--- config.mk ---
export PLATFORM = sky130hd
export DESIGN_NAME = page_commit_top
export DESIGN_NICKNAME = d
export VERILOG_FILES = /design/src/rtl/pcw_pkg.sv /design/src/rtl/pcw_page_buf.sv /design/src/rtl/pcw_cycle_timer.sv /design/src/rtl/pcw_mem_model.sv /design/src/rtl/page_commit_top.sv
export SDC_FILE = /design/constraint.sdc
export NUM_CORES = 2
export LEC_CHECK = 0
export ABC_AREA = 1
export ABC_CLOCK_PERIOD_IN_PS = 3300
export BUFFER_PORTS_ARGS = -buffer_cell sky130_fd_sc_hd__buf_4
export CORE_MARGIN = 1.5
export CORE_UTILIZATION = 55
export CTS_CLUSTER_DIAMETER = 60
export DETAILED_ROUTE_END_ITERATION = 8
export HOLD_SLACK_MARGIN = 0.1
export PLACE_DENSITY = 0.71
export SETUP_SLACK_MARGIN = 0.15
export SLEW_MARGIN = 10
export SYNTH_ARGS = -nofsm -noshare
export SYNTH_HDL_FRONTEND = slang
export SYNTH_SLANG_ARGS = --single-unit
--- constraint.sdc ---
create_clock -name clk -period 3.3 [get_ports clk]
set_input_delay 0.33 -clock clk [delete_from_list [all_inputs] [get_ports clk]]
set_output_delay 0.33 -clock clk [all_outputs]
set_load 0.01 [all_outputs]
--- src/rtl/pcw_pkg.sv ---
package pcw_pkg;
    typedef enum logic [1:0] {
        ST_IDLE    = 2'd0,
        ST_COLLECT = 2'd1,
        ST_COMMIT  = 2'd2,
        ST_HOLD    = 2'd3
    } pcw_state_e;
endpackage

--- src/rtl/pcw_page_buf.sv ---
module pcw_page_buf #(
    parameter int DATA_W     = 8,
    parameter int PAGE_BYTES = 16,
    parameter int OFF_W      = 4
) (
    input  logic              clk,
    input  logic              rst_n,
    input  logic              wr_en,
    input  logic [OFF_W-1:0]  wr_off,
    input  logic [DATA_W-1:0] wr_data,
    input  logic              clr_all,
    input  logic [OFF_W-1:0]  rd_off,
    output logic [DATA_W-1:0] rd_data,
    output logic              rd_mark,
    output logic              marks_any
);
    logic [DATA_W-1:0]     slot_q [PAGE_BYTES];
    logic [PAGE_BYTES-1:0] mark_q;
    logic [PAGE_BYTES-1:0] hit;

    // one write-select line per slot
    for (genvar g = 0; g < PAGE_BYTES; g++) begin : g_hit
        assign hit[g] = wr_en && (wr_off == OFF_W'(g));
    end

    always_ff @(posedge clk or negedge rst_n) begin
        if (!rst_n) begin
            for (int i = 0; i < PAGE_BYTES; i++) begin
                slot_q[i] <= '0;
            end
            mark_q <= '0;
        end else begin
            for (int i = 0; i < PAGE_BYTES; i++) begin
                if (hit[i]) begin
                    slot_q[i] <= wr_data;
                end
            end
            if (clr_all) begin
                mark_q <= '0;
            end else begin
                mark_q <= mark_q | hit;
            end
        end
    end

    assign rd_data   = slot_q[rd_off];
    assign rd_mark   = mark_q[rd_off];
    assign marks_any = |mark_q;


    marks_clear_chk: assert property (@(posedge clk) disable iff (!rst_n)
        clr_all |=> !marks_any);
endmodule

--- src/rtl/pcw_cycle_timer.sv ---
module pcw_cycle_timer #(
    parameter int CYCLES = 64,
    parameter int CNT_W  = 7
) (
    input  logic clk,
    input  logic rst_n,
    input  logic load,
    output logic expired
);
    logic [CNT_W-1:0] cnt_q;

    always_ff @(posedge clk or negedge rst_n) begin
        if (!rst_n) begin
            cnt_q <= '0;
        end else if (load) begin
            cnt_q <= CNT_W'(CYCLES - 1);
        end else if (cnt_q != '0) begin
            cnt_q <= cnt_q - CNT_W'(1);
        end
    end

    assign expired = (cnt_q == '0);
endmodule

--- src/rtl/pcw_mem_model.sv ---
module pcw_mem_model #(
    parameter int DEPTH  = 256,
    parameter int DATA_W = 8,
    parameter int ADDR_W = 8
) (
    input  logic              clk,
    input  logic              rst_n,
    input  logic              we,
    input  logic [ADDR_W-1:0] waddr,
    input  logic [DATA_W-1:0] wdata,
    input  logic [ADDR_W-1:0] raddr,
    output logic [DATA_W-1:0] rdata
);
    logic [DATA_W-1:0] cell_q [DEPTH];

    always_ff @(posedge clk or negedge rst_n) begin
        if (!rst_n) begin
            for (int i = 0; i < DEPTH; i++) begin
                cell_q[i] <= '0;
            end
        end else if (we) begin
            cell_q[waddr] <= wdata;
        end
    end

    assign rdata = cell_q[raddr];
endmodule

--- src/rtl/page_commit_top.sv ---
module page_commit_top #(
    parameter int DATA_W     = 8,
    parameter int MEM_DEPTH  = 256,
    parameter int PAGE_BYTES = 16,
    parameter int WC_CYCLES  = 250000
) (
    input  logic                         clk,
    input  logic                         rst_n,
    input  logic                         start_load,
    input  logic [$clog2(MEM_DEPTH)-1:0] start_addr,
    input  logic                         byte_valid,
    input  logic [DATA_W-1:0]            byte_data,
    input  logic                         stop_pulse,
    input  logic                         restart_pulse,
    input  logic                         wp_in,
    input  logic [$clog2(MEM_DEPTH)-1:0] rd_addr,
    output logic [DATA_W-1:0]            rd_data,
    output logic                         busy,
    output logic                         mem_we,
    output logic [$clog2(MEM_DEPTH)-1:0] mem_addr,
    output logic [DATA_W-1:0]            mem_wdata
);
    import pcw_pkg::*;

    localparam int ADDR_W      = $clog2(MEM_DEPTH);
    localparam int OFF_W       = $clog2(PAGE_BYTES);
    localparam int PAGE_W      = ADDR_W - OFF_W;
    // the commit scan runs inside the hold window, so the window covers it
    localparam int HOLD_CYCLES = (WC_CYCLES > PAGE_BYTES) ? WC_CYCLES : PAGE_BYTES + 1;
    localparam int CNT_W       = $clog2(HOLD_CYCLES + 1);

    pcw_state_e        state_q, state_d;
    logic [PAGE_W-1:0] page_q;
    logic [OFF_W-1:0]  off_q;
    logic [OFF_W-1:0]  scan_q;
    logic              wp_q;

    logic              ev_abort, ev_stop, ev_byte, scan_last;
    logic              buf_wr, buf_clr, tmr_load, tmr_expired;
    logic [DATA_W-1:0] slot_data;
    logic              slot_mark, buf_any;

    // event priority inside COLLECT: abort, then stop, then byte
    assign ev_abort  = restart_pulse;
    assign ev_stop   = stop_pulse && !restart_pulse;
    assign ev_byte   = byte_valid && !stop_pulse && !restart_pulse;
    assign scan_last = (scan_q == OFF_W'(PAGE_BYTES - 1));

    // next-state process
    always_comb begin
        state_d = state_q;
        unique case (state_q)
            ST_IDLE: begin
                if (start_load) state_d = ST_COLLECT;
            end
            ST_COLLECT: begin
                if (ev_abort)      state_d = ST_IDLE;
                else if (ev_stop)  state_d = buf_any ? ST_COMMIT : ST_IDLE;
            end
            ST_COMMIT: begin
                if (scan_last) state_d = ST_HOLD;
            end
            ST_HOLD: begin
                if (tmr_expired) state_d = ST_IDLE;
            end
        endcase
    end

    // state register
    always_ff @(posedge clk or negedge rst_n) begin
        if (!rst_n) state_q <= ST_IDLE;
        else        state_q <= state_d;
    end

    // output process
    always_comb begin
        busy     = 1'b0;
        buf_wr   = 1'b0;
        buf_clr  = 1'b0;
        tmr_load = 1'b0;
        mem_we   = 1'b0;
        unique case (state_q)
            ST_IDLE: begin
            end
            ST_COLLECT: begin
                buf_wr   = ev_byte;
                buf_clr  = ev_abort;
                tmr_load = ev_stop && buf_any;
            end
            ST_COMMIT: begin
                busy    = 1'b1;
                mem_we  = slot_mark && !wp_q;
                buf_clr = scan_last;
            end
            ST_HOLD: begin
                busy = 1'b1;
            end
        endcase
    end

    assign mem_addr  = {page_q, scan_q};
    assign mem_wdata = slot_data;

    // address, scan and protect registers
    always_ff @(posedge clk or negedge rst_n) begin
        if (!rst_n) begin
            page_q <= '0;
            off_q  <= '0;
            scan_q <= '0;
            wp_q   <= 1'b0;
        end else begin
            if (state_q == ST_IDLE && start_load) begin
                page_q <= start_addr[ADDR_W-1:OFF_W];
                off_q  <= start_addr[OFF_W-1:0];
            end
            if (buf_wr) begin
                off_q <= off_q + OFF_W'(1);
            end
            if (tmr_load) begin
                scan_q <= '0;
                wp_q   <= wp_in;
            end else if (state_q == ST_COMMIT) begin
                scan_q <= scan_q + OFF_W'(1);
            end
        end
    end

    pcw_page_buf #(
        .DATA_W     (DATA_W),
        .PAGE_BYTES (PAGE_BYTES),
        .OFF_W      (OFF_W)
    ) u_buf (
        .clk       (clk),
        .rst_n     (rst_n),
        .wr_en     (buf_wr),
        .wr_off    (off_q),
        .wr_data   (byte_data),
        .clr_all   (buf_clr),
        .rd_off    (scan_q),
        .rd_data   (slot_data),
        .rd_mark   (slot_mark),
        .marks_any (buf_any)
    );

    pcw_cycle_timer #(
        .CYCLES (HOLD_CYCLES),
        .CNT_W  (CNT_W)
    ) u_tmr (
        .clk     (clk),
        .rst_n   (rst_n),
        .load    (tmr_load),
        .expired (tmr_expired)
    );

    pcw_mem_model #(
        .DEPTH  (MEM_DEPTH),
        .DATA_W (DATA_W),
        .ADDR_W (ADDR_W)
    ) u_mem (
        .clk   (clk),
        .rst_n (rst_n),
        .we    (mem_we),
        .waddr (mem_addr),
        .wdata (mem_wdata),
        .raddr (rd_addr),
        .rdata (rd_data)
    );

    // busy-window length observer for the checks below
    logic [CNT_W:0] busy_run_q;
    always_ff @(posedge clk or negedge rst_n) begin
        if (!rst_n)    busy_run_q <= '0;
        else if (busy) busy_run_q <= busy_run_q + (CNT_W+1)'(1);
        else           busy_run_q <= '0;
    end


    busy_len_chk: assert property (@(posedge clk) disable iff (!rst_n)
        $fell(busy) |-> busy_run_q == (CNT_W+1)'(HOLD_CYCLES));


    off_wrap_chk: assert property (@(posedge clk) disable iff (!rst_n)
        (state_q == ST_COLLECT && ev_byte)
        |=> (off_q == $past(off_q) + OFF_W'(1)) && (page_q == $past(page_q)));


    we_in_busy_chk: assert property (@(posedge clk) disable iff (!rst_n)
        mem_we |-> busy);


    ignore_busy_chk: assert property (@(posedge clk) disable iff (!rst_n)
        busy |=> state_q != ST_COLLECT);


    empty_stop_chk: assert property (@(posedge clk) disable iff (!rst_n)
        (state_q == ST_COLLECT && ev_stop && !buf_any) |=> !busy);
endmodule

Word-level counts from Yosys, hierarchy flattened
Index checks and enable logic that the tools add are counted.

Bits in registers: 2225. Latch bits: 0. Memory bits (writable): 0. ROM bits: 0. Input bits: 31. Output and inout bits: 26. Word-level logic and storage cells: 380. Memories: 0.

Add/sub/neg operators: 3. Multiply operators: 0. Divide/modulo/power cells: 0. $lt $le $gt $ge: 5. Equality and inequality tests: 23. Shifts and indexed selects: 0. Mux-type cells: 30. Bitwise logic cells: 4. Reductions and logical operators: 36.

Operators with widths (number): $bwmux W2048 (1); $bmux W8 S8 (1); $demux W8 S8 (1); $mux W8 (5); $eq A4 B4 Y1 const B (9); $mux W18 (2); $bmux W8 S4 (1); $logic_and A1 B1 Y1 (23); $ge A9 B9 Y1 const B (2); $logic_not A18 Y1 (1); $not A8 Y9 (2); $reduce_bool A18 Y1 (1); $sub A18 B1 Y18 const B (1); $eq A4 B3 Y1 const B (4); $mux W16 (1); $mux W4 (4); $or A16 B16 Y16 (1); $reduce_or A16 Y1 (1); $mux W2 (6); $lt A9 B1 Y1 const B (1); $add A4 B1 Y4 const B (2); $eq A4 B2 Y1 const B (2); $pmux W2 S4 (1); $ne A2 B2 Y1 const B (3); other kinds (16) (25).

Longest topological paths before layout
Depth after elaboration: 7. Gate-level depth with buffers: 18. Gate-level depth less buffers: 13.

Cells and area by module
From an unflattened synthesis, not the netlist that was laid out.

Cell total of the unflattened synthesis: 12751. Area, all modules: 104093.6 um^2.

Modules (own cells, without submodules): pcw_mem_model (instances 1, cells each 11537, area each 95057.4 um^2, sequential area each 51249.2 um^2); pcw_page_buf (instances 1, cells each 933, area each 7010.5 um^2, sequential area each 3603.5 um^2); pcw_cycle_timer (instances 1, cells each 164, area each 1124.8 um^2, sequential area each 450.4 um^2); page_commit_top (instances 1, cells each 117, area each 900.9 um^2, sequential area each 375.4 um^2).

Worst setup path before layout
No wires, ideal clock.

Path kind: reg-to-reg. Start: register scan_q[0]. End: register u_mem.cell_q[1549] (netlist name). Setup time: 0.133 ns. Arrival: 2.415 ns. Required time: 3.167 ns. Setup slack: 0.752 ns. Stages on the path, launching flop included: 13. Buffers on the path: 5. Period minus slack after synthesis: 2.548 ns. Cells stage by stage: dfrtp_1 buf_4 inv_2 buf_2 buf_1 ha_1 inv_1 nor2_1 buf_2 nand2_1 clkbuf_1 nand2_1 o21ai_0.

Word-level cells in the longest chain between the ends: 6. Elaborated cells between the ends (all ways): 15. Classes of those cells: order compare (2); mux (9); bitwise (2); reduce/logical (2).

RTL lines: start: declaration (RTL line page_commit_top.sv:35) `logic [OFF_W-1:0] scan_q;`; start signal: assignment (RTL line page_commit_top.sv:123) `scan_q <= scan_q + OFF_W'(1);`; $not A8 Y9 (not written as such) (RTL line pcw_mem_model.sv:22) `cell_q[waddr] <= wdata;`; $ge A9 B9 Y1 (not written as such) or $lt A9 B1 Y1 (tied branches) (RTL line pcw_mem_model.sv:22); $logic_and A1 B1 Y1 (not written as such) (RTL line pcw_mem_model.sv:22); $mux W8 (not written as such) (RTL line pcw_mem_model.sv:22); $demux W8 S8 (RTL line pcw_mem_model.sv:22); $bwmux W2048 (RTL line pcw_mem_model.sv:22); end signal: indexed assignment (RTL line pcw_mem_model.sv:22); end: declaration (RTL line pcw_mem_model.sv:14) `logic [DATA_W-1:0] cell_q [DEPTH];`.

Parallel ways exist; a longest one is shown, timed or not. The select of a mux whose other input is x is not followed. A chain may end at the register's enable or synchronous reset.

Worst setup path after layout
Start: register u_mem.cell_q[1751] (netlist name). End: output port rd_data[7].

Word-level cells in the longest chain between the ends: 3.

RTL lines: $bmux W8 S8 (RTL line pcw_mem_model.sv:26) `assign rdata = cell_q[raddr];`; $mux W8 (not written as such) (2 in series) (RTL line pcw_mem_model.sv:26); end: declaration (RTL line page_commit_top.sv:17) `output logic [DATA_W-1:0] rd_data,`.

Every way passes these cells. The select of a mux whose other input is x is not followed.

==> metrics.cfg <==
[sta]
fmax_ghz = 0.312
slew_violations = 0
finalSetupViolCount = 0
tightest_slew_ns = 1.00
relSlewSlack_pct = 33.3
hold_violations = 0
period_share_pct = 97.1
rsz0062_at_grt = yes
clock_skew_ns = 0.0396
holdWs_ns = 0.243
fin_crit_ns = 3.20

[floorplanning]
fp-row-count = 157
io_pins = 57
die_h_um = 432
die_area_sq_mm = 0.187
fp.coreArea_sq_mm = 0.183
start_util_pct = 55.4
fp.dieW_um = 432

[critical_path]
required_ns = 2.97
crit_buf_inv = 1
startpoint = u_mem.cell_q[1751]
crit_type = register to output port
cp_slowest_stage_delay_ns = 0.35
cpLargestDelayFamily = simple AND/OR/NAND/NOR gates
worst_setup_path_end_kind = output port
cp_common_cell = nand3_1
crit_arrival_ns = 2.87
reg2reg_from = scan_q[0]
endpoint = rd_data[7]
startpoint_type = register
crit_cells = 11
r2r_end = u_mem.cell_q[1009]
worst-path-max-fanout = 2
cpMaxStageDelayCell = dfrtp_1
r2r_slack_ns = 0.20
crit_chain = nand2_1 > nand3_1 > nand3_1 > nand3_1 > nand3_1 > nand3_2 > nand3_2 > nand2_2 > nand2_1 > nand2_1 > buf_4
reg2reg_depth = 10

[synth]
synth_enable_flop_cells = 0
synth_area_per_cell_sq_um = 8.03
synth_cell_types = 38
synthesis.area_sq_mm = 0.101
synthCells = 12620
synth_fa_ha_area_share_pct = 0.173
synth_mux_area_share_pct = 0
yosysSeqAreaShare_pct = 54.9
yosys.area_share.simple_pct = 28.7
synth_area_leader_cell = dfrtp_1
async_flop_share_pct = 100
yosysWarnings = 0
synth_top_area_share_pct = 54.9
synth_compound_area_share_pct = 11.6
synth.area.top_cells = dfrtp_1, nand2_1, nand3_1
synth_top_family_by_area = simple AND/OR/NAND/NOR gates
synth_fp_nets = 12665
yosys_register_bits = 2225
synth-xor-area-share_pct = 0.0778
ys.flop_type = dfrtp_1

[cells_and_area]
syn_to_final_growth_pct = 12.7
fin_nets = 12318
postLayoutCoreUtil_pct = 62.4
final_layout_size_suffix_gt1_share_pct = 8.64
final_cell_count_no_fill = 14931
layout_common_cells = nand2_1, dfrtp_1, nand3_1, o21ai_0, o21ai_1
final_common_cell = nand2_1
fin_area_sq_mm = 0.114

[route]
drt_iter0_markers = 11823
ant_nets = 0
firstDrtPassIters = 8
wl_per_cell_um = 21.8
wl_um = 325000
drc = 0
via_per_inst = 6.02
vias = 89868

[placement]
place_inst = 14446
gp_congestion = 0.935
port_buffers = 56
dp_hpwl_um = 201000
placed_area_sq_mm = 0.105

[grt]
grt_pass1_vias = 85520
grt_pass1_wl_um = 506000
grt.total_usage_pct = 34.7
antenna_found_initial = 3
grt_max_degree = 136
grt-ovfl-total = 0

[power_and_ir_drop]
powerDensity_mw_per_mm2 = 505
leakagePower_nw = 49.7
power.switching_mw = 13.7
p_total_mw = 57.7
peakVddDrop_mv = 0.427
p_sw_share_pct = 23.8
p_int_mw = 44.0
combPwrFrac_pct = 5.6
pwr-share-seq_pct = 47.3
power.share.clock_pct = 47.1

[cts]
cts_made_buffers = 228
cts.clk_slew.worst_paths_ns = 0.06
root_buffer = clkbuf_16
cts_sinks = 2225
clkLatencyLatePin_ns = 0.89
htreeDepth = 4
clk_path_buf_depth = 3
tritoncts = yes

[flow_run]
cap_violations = 0

[worst_hold_path]
holdPathStages = 4
hold_path_class = input pin to register

[status]
outcome = complete, no violations

-- worst min-delay path by stage --
stage               start                 end  slack (ns)
global route        wp_in                wp_q        0.25
CTS                 wp_in                wp_q        0.20
global placement    rst_n  u_mem.cell_q[1724]        0.33
detailed placement  rst_n  u_mem.cell_q[1714]        0.33
floorplan           rst_n           async pin        0.03
finish              wp_in                wp_q        0.24
-- cell families after synthesis --
family	after synthesis
AND/OR/NAND/NOR	6896
XOR/XNOR	9
flip-flops	2225
AO/OA/AOI/OAI	2329
buffers and inverters	1147
adder cells (fa/ha/maj)	14
-- synthesized netlist by cell type (14+ instances only) --
cell type     n
dfrtp_1    2225
nand2_2      88
o21ai_1     845
inv_1       112
clkbuf_1    789
a21oi_1      32
o22ai_1      34
nand2_1    4532
nor2_1      172
inv_2        14
buf_1        74
o21ai_0    1405
nand3_1    2034
nand2_4      22
buf_2       141
ha_1         14
nand4_1      16
-- metrics by stage --
step	setup TNS [ns]	setup WS, ns
final	0	0.0969
after global routing	0	0.0736
after floorplan	0	0.752
after detailed placement	-0.207	-0.0915
after global placement	-0.246	-0.118
after CTS	0	0.0746
-- layout make-up --
class / count / area [sq um]
Sequential cell: 2225 / 55700
Antenna cell: 1 / 2.50
Multi-Input combinational cell: 9248 / 41600
Tap cell: 2464 / 3080
Clock inverter: 92 / 1250
Timing Repair Buffer: 442 / 5330
Inverter: 128 / 586
Fill cell: 15778 / 68900
Clock buffer: 331 / 6680
-- worst reg2reg max path: stages, from the launching register on --
cell and delay, ns:
dfrtp_2 0.43, buf_4 0.15, bufbuf_16 0.36, ha_1 0.18
inv_1 0.22, nor2_4 0.58, inv_1 0.24, nor2_1 0.14
nand2_1 0.36, nand2_1 0.18, o21ai_0 0.11
-- repair_timing --
action / 4_1_cts / 5_1_grt
cloned: 4 / 4
setup endpoints to repair: 12 / 1132
pin swaps: 3 / 8
hold buffers: 26 / 0
resized for setup: 31 / 117
buffers inserted: 6 / 21
hold endpoints to repair: 978 / 0
-- flip-flops by register name, summed over array words and instances, names as in the netlist, named ones only --
| register | count |
|---|---|
| page_q | 4 |
| off_q | 4 |
| wp_q | 1 |
| u_mem.cell_q | 2048 |
| u_buf.slot_q | 128 |
| scan_q | 4 |
| u_buf.mark_q | 16 |
| state_q | 1 |
| u_tmr.cnt_q | 18 |
-- power by group through the flow --
stage / logic, mW / clock network (mW) / registers [mW]
4_1_cts: 3.15 / 27.4 / 27.3
2_1_floorplan: 1.35 / 0 / 27.8
5_1_grt: 3.43 / 28.5 / 27.3
3_3_place_gp: 3.07 / 0 / 27.8
3_5_place_dp: 3.08 / 0 / 27.8
6_report: 3.22 / 27.2 / 27.3
-- metal layers --
metal | share of wire, % | GRT usage, %
met2 | 45 | 53.2
met3 | 9.0 | 6.02
met5 | 0.0077 | 0
met4 | 4.9 | 16.3
met1 | 41 | 48.1
(Power assumes the default switching activity.)
